**src/rtl/txs_pkg.sv**
```systemverilog
package txs_pkg;
  localparam int PRIO_LEVELS = 4;
  typedef logic [1:0] prio_t;
endpackage

```
**src/rtl/txs_pend_ctr.sv**
```systemverilog
module txs_pend_ctr #(
  parameter int CNT_W = 4
) (
  input  logic clk,
  input  logic rst_n,
  input  logic inc,
  input  logic dec,
  output logic nonzero
);
  localparam logic [CNT_W-1:0] CMAX = '1;

  logic [CNT_W-1:0] cnt_q, cnt_d;
  logic             cnt_en;

  always_comb begin
    cnt_d  = cnt_q;
    cnt_en = 1'b0;
    if (inc && !dec && cnt_q != CMAX) begin
      cnt_d  = cnt_q + 1'b1;
      cnt_en = 1'b1;
    end else if (dec && !inc && cnt_q != '0) begin
      cnt_d  = cnt_q - 1'b1;
      cnt_en = 1'b1;
    end
  end

  always_ff @(posedge clk or negedge rst_n) begin
    if (!rst_n)      cnt_q <= '0;
    else if (cnt_en) cnt_q <= cnt_d;
  end

  assign nonzero = (cnt_q != '0);
endmodule

```
**src/rtl/txs_rr_pick.sv**
```systemverilog
module txs_rr_pick #(
  parameter int N = 8,
  parameter int W = 3
) (
  input  logic [N-1:0] req,
  input  logic [W-1:0] ptr,
  output logic         found,
  output logic [W-1:0] idx
);
  always_comb begin
    found = 1'b0;
    idx   = '0;
    for (int k = 0; k < N; k++) begin
      int c;
      c = int'(ptr) + k;
      if (c >= N) c = c - N;
      if (!found && req[c]) begin
        found = 1'b1;
        idx   = W'(c);
      end
    end
  end
endmodule

```
**src/rtl/txch_sched.sv**
```systemverilog
module txch_sched
  import txs_pkg::*;
#(
  parameter int NUM_CH = 8,
  parameter int QID_W  = 12,
  parameter int QBASE  = 800,
  parameter int CNT_W  = 4,
  localparam int CH_W  = $clog2(NUM_CH)
) (
  input  logic              clk,
  input  logic              rst_n,
  input  logic              push_valid,
  input  logic [QID_W-1:0]  push_qid,
  input  logic              prio_we,
  input  logic [CH_W-1:0]   prio_ch,
  input  logic [1:0]        prio_val,
  input  logic [NUM_CH-1:0] ch_enable,
  input  logic              pkt_done,
  output logic              grant_valid,
  output logic [CH_W-1:0]   grant_ch
);
  localparam logic [QID_W-1:0] QLO = QID_W'(QBASE);
  localparam logic [QID_W-1:0] QHI = QID_W'(QBASE + NUM_CH);
  localparam logic [CH_W-1:0]  LAST_CH = CH_W'(NUM_CH - 1);

  // reset: asynchronous assert, synchronous release
  logic rst_s1, rst_sn;
  always_ff @(posedge clk or negedge rst_n) begin
    if (!rst_n) begin
      rst_s1 <= 1'b0;
      rst_sn <= 1'b0;
    end else begin
      rst_s1 <= 1'b1;
      rst_sn <= rst_s1;
    end
  end

  // queue-to-channel decode
  logic              push_hit;
  logic [QID_W-1:0]  push_off;
  logic [CH_W-1:0]   push_ch;
  assign push_hit = push_valid && (push_qid >= QLO) && (push_qid < QHI);
  assign push_off = push_qid - QLO;
  assign push_ch  = push_off[CH_W-1:0];

  // grant state
  logic            gv_q, gv_d, g_en;
  logic [CH_W-1:0] gch_q, gch_d;
  prio_t           glvl_q, glvl_d;
  logic            done_fire;
  assign done_fire = gv_q && pkt_done;

  // priority registers
  prio_t prio_q [NUM_CH];
  always_ff @(posedge clk or negedge rst_sn) begin
    if (!rst_sn) begin
      for (int c = 0; c < NUM_CH; c++) prio_q[c] <= '0;
    end else if (prio_we) begin
      prio_q[prio_ch] <= prio_val;
    end
  end

  // pending counters and per-level request vectors
  logic [NUM_CH-1:0] pend;
  logic [NUM_CH-1:0] lvl_req [PRIO_LEVELS];

  for (genvar c = 0; c < NUM_CH; c++) begin : g_ch
    txs_pend_ctr #(.CNT_W(CNT_W)) u_ctr (
      .clk    (clk),
      .rst_n  (rst_sn),
      .inc    (push_hit && push_ch == CH_W'(c)),
      .dec    (done_fire && gch_q == CH_W'(c)),
      .nonzero(pend[c])
    );
  end

  always_comb begin
    for (int l = 0; l < PRIO_LEVELS; l++) begin
      for (int c = 0; c < NUM_CH; c++) begin
        lvl_req[l][c] = pend[c] && ch_enable[c] && (prio_q[c] == prio_t'(l));
      end
    end
  end

  // one round-robin picker per level
  logic [CH_W-1:0] rr_ptr_q [PRIO_LEVELS];
  logic [PRIO_LEVELS-1:0] lvl_found;
  logic [CH_W-1:0] lvl_idx [PRIO_LEVELS];

  for (genvar l = 0; l < PRIO_LEVELS; l++) begin : g_lvl
    txs_rr_pick #(.N(NUM_CH), .W(CH_W)) u_pick (
      .req  (lvl_req[l]),
      .ptr  (rr_ptr_q[l]),
      .found(lvl_found[l]),
      .idx  (lvl_idx[l])
    );
  end

  // strict priority across levels: later (higher) levels override
  logic            win_any;
  logic [CH_W-1:0] win_ch;
  prio_t           win_lvl;
  always_comb begin
    win_any = 1'b0;
    win_ch  = '0;
    win_lvl = '0;
    for (int l = 0; l < PRIO_LEVELS; l++) begin
      if (lvl_found[l]) begin
        win_any = 1'b1;
        win_ch  = lvl_idx[l];
        win_lvl = prio_t'(l);
      end
    end
  end

  // grant next state
  always_comb begin
    gv_d   = gv_q;
    gch_d  = gch_q;
    glvl_d = glvl_q;
    g_en   = 1'b0;
    if (gv_q) begin
      if (pkt_done) begin
        gv_d = 1'b0;
        g_en = 1'b1;
      end
    end else if (win_any) begin
      gv_d   = 1'b1;
      gch_d  = win_ch;
      glvl_d = win_lvl;
      g_en   = 1'b1;
    end
  end

  always_ff @(posedge clk or negedge rst_sn) begin
    if (!rst_sn) begin
      gv_q   <= 1'b0;
      gch_q  <= '0;
      glvl_q <= '0;
    end else if (g_en) begin
      gv_q   <= gv_d;
      gch_q  <= gch_d;
      glvl_q <= glvl_d;
    end
  end

  // round-robin pointer update on packet completion
  logic [CH_W-1:0] ptr_next;
  assign ptr_next = (gch_q == LAST_CH) ? '0 : gch_q + 1'b1;

  always_ff @(posedge clk or negedge rst_sn) begin
    if (!rst_sn) begin
      for (int l = 0; l < PRIO_LEVELS; l++) rr_ptr_q[l] <= '0;
    end else if (done_fire) begin
      rr_ptr_q[glvl_q] <= ptr_next;
    end
  end

  assign grant_valid = gv_q;
  assign grant_ch    = gch_q;
endmodule

```
**config.mk**
```make
export PLATFORM = sky130hd
export DESIGN_NAME = txch_sched
export DESIGN_NICKNAME = d
export VERILOG_FILES = /design/src/rtl/txs_pkg.sv /design/src/rtl/txs_pend_ctr.sv /design/src/rtl/txs_rr_pick.sv /design/src/rtl/txch_sched.sv
export SDC_FILE = /design/constraint.sdc
export NUM_CORES = 1
export LEC_CHECK = 0
export ABC_AREA = 1
export BUFFER_PORTS_ARGS = -buffer_cell sky130_fd_sc_hd__buf_2
export CAP_MARGIN = 20
export CELL_PAD_IN_SITES_DETAIL_PLACEMENT = 2
export CELL_PAD_IN_SITES_GLOBAL_PLACEMENT = 2
export CORE_MARGIN = 2
export CORE_UTILIZATION = 31
export CTS_CLUSTER_DIAMETER = 60
export CTS_CLUSTER_SIZE = 10
export DETAILED_ROUTE_END_ITERATION = 8
export GPL_TIMING_DRIVEN = 0
export PLACE_DENSITY = 0.83
export REMOVE_ABC_BUFFERS = 1
export SYNTH_ARGS = -nofsm -noshare
export SYNTH_HDL_FRONTEND = slang
export SYNTH_HIERARCHICAL = 1
export SYNTH_SLANG_ARGS = --single-unit
```
**constraint.sdc**
```tcl
create_clock -name clk -period 2.2 [get_ports clk]
set_clock_uncertainty 0.2 [all_clocks]
set_input_delay 0.22 -clock clk [delete_from_list [all_inputs] [get_ports clk]]
set_output_delay 0.22 -clock clk [all_outputs]
set_load 0.005 [all_outputs]
```
Word level (Yosys, flattened, before mapping)
Index checks and enable logic that the tools add are counted.

word-level totals
  flip-flop bits (word level) = 68
  bits of input ports = 30
  logic and storage cells = 669
  output and inout bits = 4

operators by class
  multiplexer cells = 247
  add/subtract/negate cells = 78
  $lt $le $gt $ge = 70
  reductions and logical operators = 200
  equal/unequal tests = 46
  bitwise logic cells = 3

operators by type and width
  kind                                                          count
  less-than comparator 32 x 5 -> 1 bit (second input constant)  32
  two-way mux 32 bit                                            32
  >= comparator 32 x 5 -> 1 bit (second input constant)         28
  subtractor 32 x 5 -> 32 bit (second input constant)           28
  two-way mux 1 bit                                             122
  logical AND 1 bit                                             121
  two-way mux 3 bit                                             38
  binary-select mux 1 bit (select 3 bit)                        32
  adder 3 x 3 -> 4 bit (second input constant)                  16
  two-way mux 4 bit                                             16
  logical NOT 1 bit                                             44
  adder 3 x 2 -> 4 bit (second input constant)                  8
  adder 4 x 1 -> 4 bit (second input constant)                  8
  == test 2 bit (second input constant)                         16
  != test 4 bit (second input constant)                         8
  nonzero test 4 bit                                            8
  subtractor 4 x 1 -> 4 bit (second input constant)             8
  == test 3 bit (second input constant)                         8
  subtractor 3 x 4 -> 5 bit (second input constant)             4
  adder 3 x 1 -> 4 bit (second input constant)                  4
  bitwise mux 16 bit                                            1
  == test 2 x 1 -> 1 bit (second input constant)                8
  >= comparator 3 x 4 -> 1 bit (second input constant)          4
  logical NOT 2 bit                                             8
  other kinds (21)                                              42

Depth between registers and ports, before layout
  depth after elaboration = 35
  gate-level depth with buffers = 22
  gate-level depth less buffers = 22

Modules after synthesis
The synthesis kept the hierarchy.

modules (own cells, without submodules)
  module                            sequential area each (um^2)  area an instance (um^2)  cells each  times used
  txs_rr_pick                       0.0                          701.9                    136         4
  txs_pend_ctr (g_ch[0].u_ctr ...)  100.1                        315.3                    46          7
  txch_sched                        900.9                        2,004.4                  277         1
  txs_pend_ctr (g_ch[6].u_ctr)      100.1                        330.3                    46          1

Worst setup path before layout
No wires, ideal clock.

  path kind = register to register
  start = register rr_ptr_q[0] (netlist bit)
  end = register gch_q[0], in the netlist grant_ch[0]
  data required time = 1,884 ps
  library setup time = 116 ps
  stages on the path, launching flop included = 18
  slack = -639 ps
  arrival = 2,522 ps
  cells stage by stage = dfrtp_1 > inv_2 > buf_6 > ha_1 > inv_1 > nand3_1 > nand3_1 > nand2_1 > nor2_4 > nand4_4 > nor2_4 > nand3b_1 > nor2_4 > nand3_1 > nand2_2 > inv_2 > nand2_1 > nand2_1

on the way
  cells in the longest elaborated chain, start to end = 31

RTL lines
  item                                                                  line               text
  from (decl)                                                           txch_sched.sv:86   logic [CH_W-1:0] rr_ptr_q [PRIO_LEVELS];
  from (signal, indexed assignment)                                     txch_sched.sv:155  rr_ptr_q[glvl_q] <= ptr_next;
  branches (longest 26 deep; another with subtractor 32 x 5 -> 32 bit)  -
  two-way mux 1 bit (*)                                                 txs_rr_pick.sv:17  if (!found && req[c]) begin
  net lvl_found[3]                                                      txch_sched.sv:87   logic [PRIO_LEVELS-1:0] lvl_found;
  two-way mux 1 bit                                                     txch_sched.sv:108  if (lvl_found[l]) begin
  two-way mux 1 bit                                                     txch_sched.sv:127  end else if (win_any) begin
  two-way mux 1 bit                                                     txch_sched.sv:122  if (gv_q) begin
  AND reduction 3 bit (no line)                                         -
  to (signal assigned)                                                  txch_sched.sv:142  gch_q <= gch_d;
  to (decl)                                                             txch_sched.sv:48   logic [CH_W-1:0] gch_q, gch_d;

Mark *: on every way through the listed nets, which the timed path passes. The select of a mux whose other input is x is not followed.
A chain may end at the register's enable or synchronous reset.

==> results.yml <==
run_status:
  status: "complete, but fails checks"
  violations: "negative setup slack"
setup_path:
  crit_type: "reg2reg"
  crit_path_frequent_cell: "nand2_1"
  worst_ep_arrival_time_ns: 3.42
  cp-end-kind: "register"
  crit_chain: "nor2_2, nand2_2, nand2_4, nor3_4, nand2_1, nand3_1, nand2_1, nand2_1, o21ai_4, nand4_4, nor2_4, nand3b_1, nor2_4, nand3_2, nand2_4, nand2_1, o21ai_1"
  required_ns: 2.25
  worstSetupStartpoint: "g_ch[4].u_ctr/cnt_q[3]"
  crit_path_start_kind: "register"
  critPathBufInv: 0
  crit_slowest_cell: "dfrtp_1"
  timing.rr.start: "g_ch[4].u_ctr/cnt_q[3]"
  cpPeakStageDelay_ns: 0.42
  crit_family: "simple AND/OR/NAND/NOR gates"
  cp_max_fo: 5
cts:
  clk_path_buf_depth: 2
  clk_pin_slew_worst_paths_ns: 0.07
  numCtsBuffers: 9
  cts_tree: "yes"
  cts_root_buf: "clkbuf_16"
  htreeDepth: 3
  cts_sinks: 68
  clkLatencyLatePin_ns: 0.39
cells_and_area:
  area_growth_pct: 48.9
  final_nets: 1422
  seq_area_um2: 1750
  final_layout_size_suffix_gt1_share_pct: 43.4
  multi_input_area_um2: 6570
  n_fill_cell: 2655
  final_core_util_pct: 46.8
  antenna_cells: 0
placed_design:
  globalplace.congestion: 0.808
  preCtsSetupSlack_ns: -1.87
  place_hpwl_mm: 21.1
  place.port_buffers: 33
drt:
  ant_nets: 0
  postRouteWirelength_mm: 50.6
  dr.pass1.iters: 5
  drc_errors: 0
  vias_per_cell: 6.06
  avgRoutedWirePerCell_um: 30.1
  via_count: 10200
  first_iter_violations: 721
sta:
  tns_ns: -17.20
  hold_violations: 0
  drv_slew: 0
  finalCritPeriodShare_pct: 153
  relSlewSlack_pct: 57.2
  rsz0062_at_grt: "yes"
  holdWs_ns: 0.0332
  worst_slew_pin_slew_ns: 0.637
  period_needed_ns: 3.37
  timing.fmax_ghz: 0.297
  finalWorstSetupSlack_ns: -1.17
  finalSetupViolations: 36
grt:
  grt_max_degree: 49
  track_usage_pct: 34.9
  overflow: 0
  antenna_found_initial: 2
  grt_pass1_wl_mm: 65.7
  grt_pass1_vias: 10800
yosys:
  post_synth_num_cell_types: 35
  yosys_warnings: 6
  synth_edf_count: 0
  synthCells: 1189
  synthArstFlopShare_pct: 100
  synth_area_um2: 7350
  yosysMostFrequentCell: "nand2_1"
  yosysTopAreaCellShare_pct: 23.2
  synth.largest_area_cell: "dfrtp_1"
  ys.flop_type: "dfrtp_1"
  synth_seq_cells: 68
  syn_avg_cell_area_um2: 6.18
  synthTopCellsByArea: "dfrtp_1 23%, nand2_1 18%, nand3_1 13%, nor2_1 6.8%, inv_1 5.5%"
  seq_area_frac_synth_pct: 23.2
  ys_top_cells_by_count: "360 x nand2_1, 194 x nand3_1, 133 x nor2_1"
worst_hold_path:
  min_path_type: "reg2async"
floorplanning:
  coreArea_um2: 23400
  die_y_um: 158
  pin_count: 34
  initial_core_util_pct: 31.4
  dieWidth_um: 158
  dieArea_um2: 25000
  rows: 56
run:
  maxCapViolCount: 0
[path summary, 6_finish.rpt]
| path | to | slack, ns | depth (start not counted) |
|---|---|---|---|
| worst max-delay path | glvl_q[0] | -1.17 | 17 |
| worst max register to register | glvl_q[0] | -1.17 | 17 |
| worst min register to register | g_ch[7].u_ctr/cnt_q[0] | 0.03 | 0 |
| min in group clk | prio_q[3] | 0.10 | 3 |
| max in group asynchronous | grant_ch[1] | 1.12 | 1 |
| worst min-delay path | g_ch[7].u_ctr/cnt_q[0] | 0.03 | 0 |
[timing repair]
item                                    4_1_cts  5_1_grt
pin swaps                                    94       89
hold endpoints to repair                      5        0
endpoints found under the setup margin       30       36
hold buffers                                  5        0
resized for setup                           292      149
buffers inserted                            115       18
[state kept, by name, summed over array words and instances (netlist names)]
register and cells:
g_ch.u_ctr/cnt_q 32, rr_ptr_q 12, glvl_q 2, prio_q 16, rst_sn 1, grant_valid 1, rst_s1 1, grant_ch 3
[logic make-up (layout without fill, tap and decap cells)]
logic type | after synthesis | count (layout) | synth area share, %
and+or+nand+nor | 848 | 848 | 53.5
xor gates and xnor gates | 24 | 24 | 2.86
buffers and inverters | 151 | 321 | 8.87
adders and majority gates | 38 | 38 | 7.29
AOI/OAI and AO/OA | 59 | 59 | 4.31
other | 1 | 1 | 0.0510
DFF | 68 | 68 | 23.2
[cells in the final DEF (no fill, tap or decap), types with 14 or more instances in the layout]
cell / n
nand2_1: 284
nand3_1: 140
buf_4: 113
nand2_2: 96
nor2_1: 93
inv_1: 90
nand3_2: 44
dfrtp_2: 38
nor2_2: 37
buf_2: 33
dfrtp_1: 29
o21ai_0: 28
nand2_4: 26
nor3_4: 26
nand4_1: 24
inv_2: 22
nor2_4: 18
nand3_4: 18
nor3_2: 14
ha_1: 14
[stage by stage]
| step | cell area (µm²) | cells |
|---|---|---|
| finish | 10900 | 1678 |
| global route | 10900 | 1678 |
| CTS | 10200 | 1661 |
| detailed placement | 7800 | 1525 |
| global placement | 7770 | 1524 |
| floorplan | 7200 | 1172 |
[worst reg2reg max path: stages (launching register included)]
cell and delay [ns]:
dfrtp_1 0.42, nor2_2 0.13, nand2_2 0.10, nand2_4 0.18, nor3_4 0.07, nand2_1 0.13
nand3_1 0.18, nand2_1 0.20, nand2_1 0.14, o21ai_4 0.13, nand4_4 0.15, nor2_4 0.13
nand3b_1 0.26, nor2_4 0.24, nand3_2 0.12, nand2_4 0.14, nand2_1 0.11, o21ai_1 0.22
[routing by layer]
metal / share of wire (%) / up-vias / GRT usage (%)
met3: 5.8 / 231 / 5.89
li1: - / 4188 / -
met1: 37 / 5174 / 38.8
met4: 7.0 / 2 / 18.1
met5: 0.026 / - / 0
met2: 50 / 574 / 63.7
[layout make-up]
cell class              instances  share of cell area (%)
clock inverters                 4                   0.446
repair buffers                171                    12.4
inverters                     134                    5.25
flip-flops and latches         68                    16.0
clock buffers                  12                    2.25
multi-input cells             970                    60.0
well taps                     319                    3.65
Power is left out: the tool's default activity adds up to more than one toggle a clock period on the data nets, which glitch-free logic cannot reach.
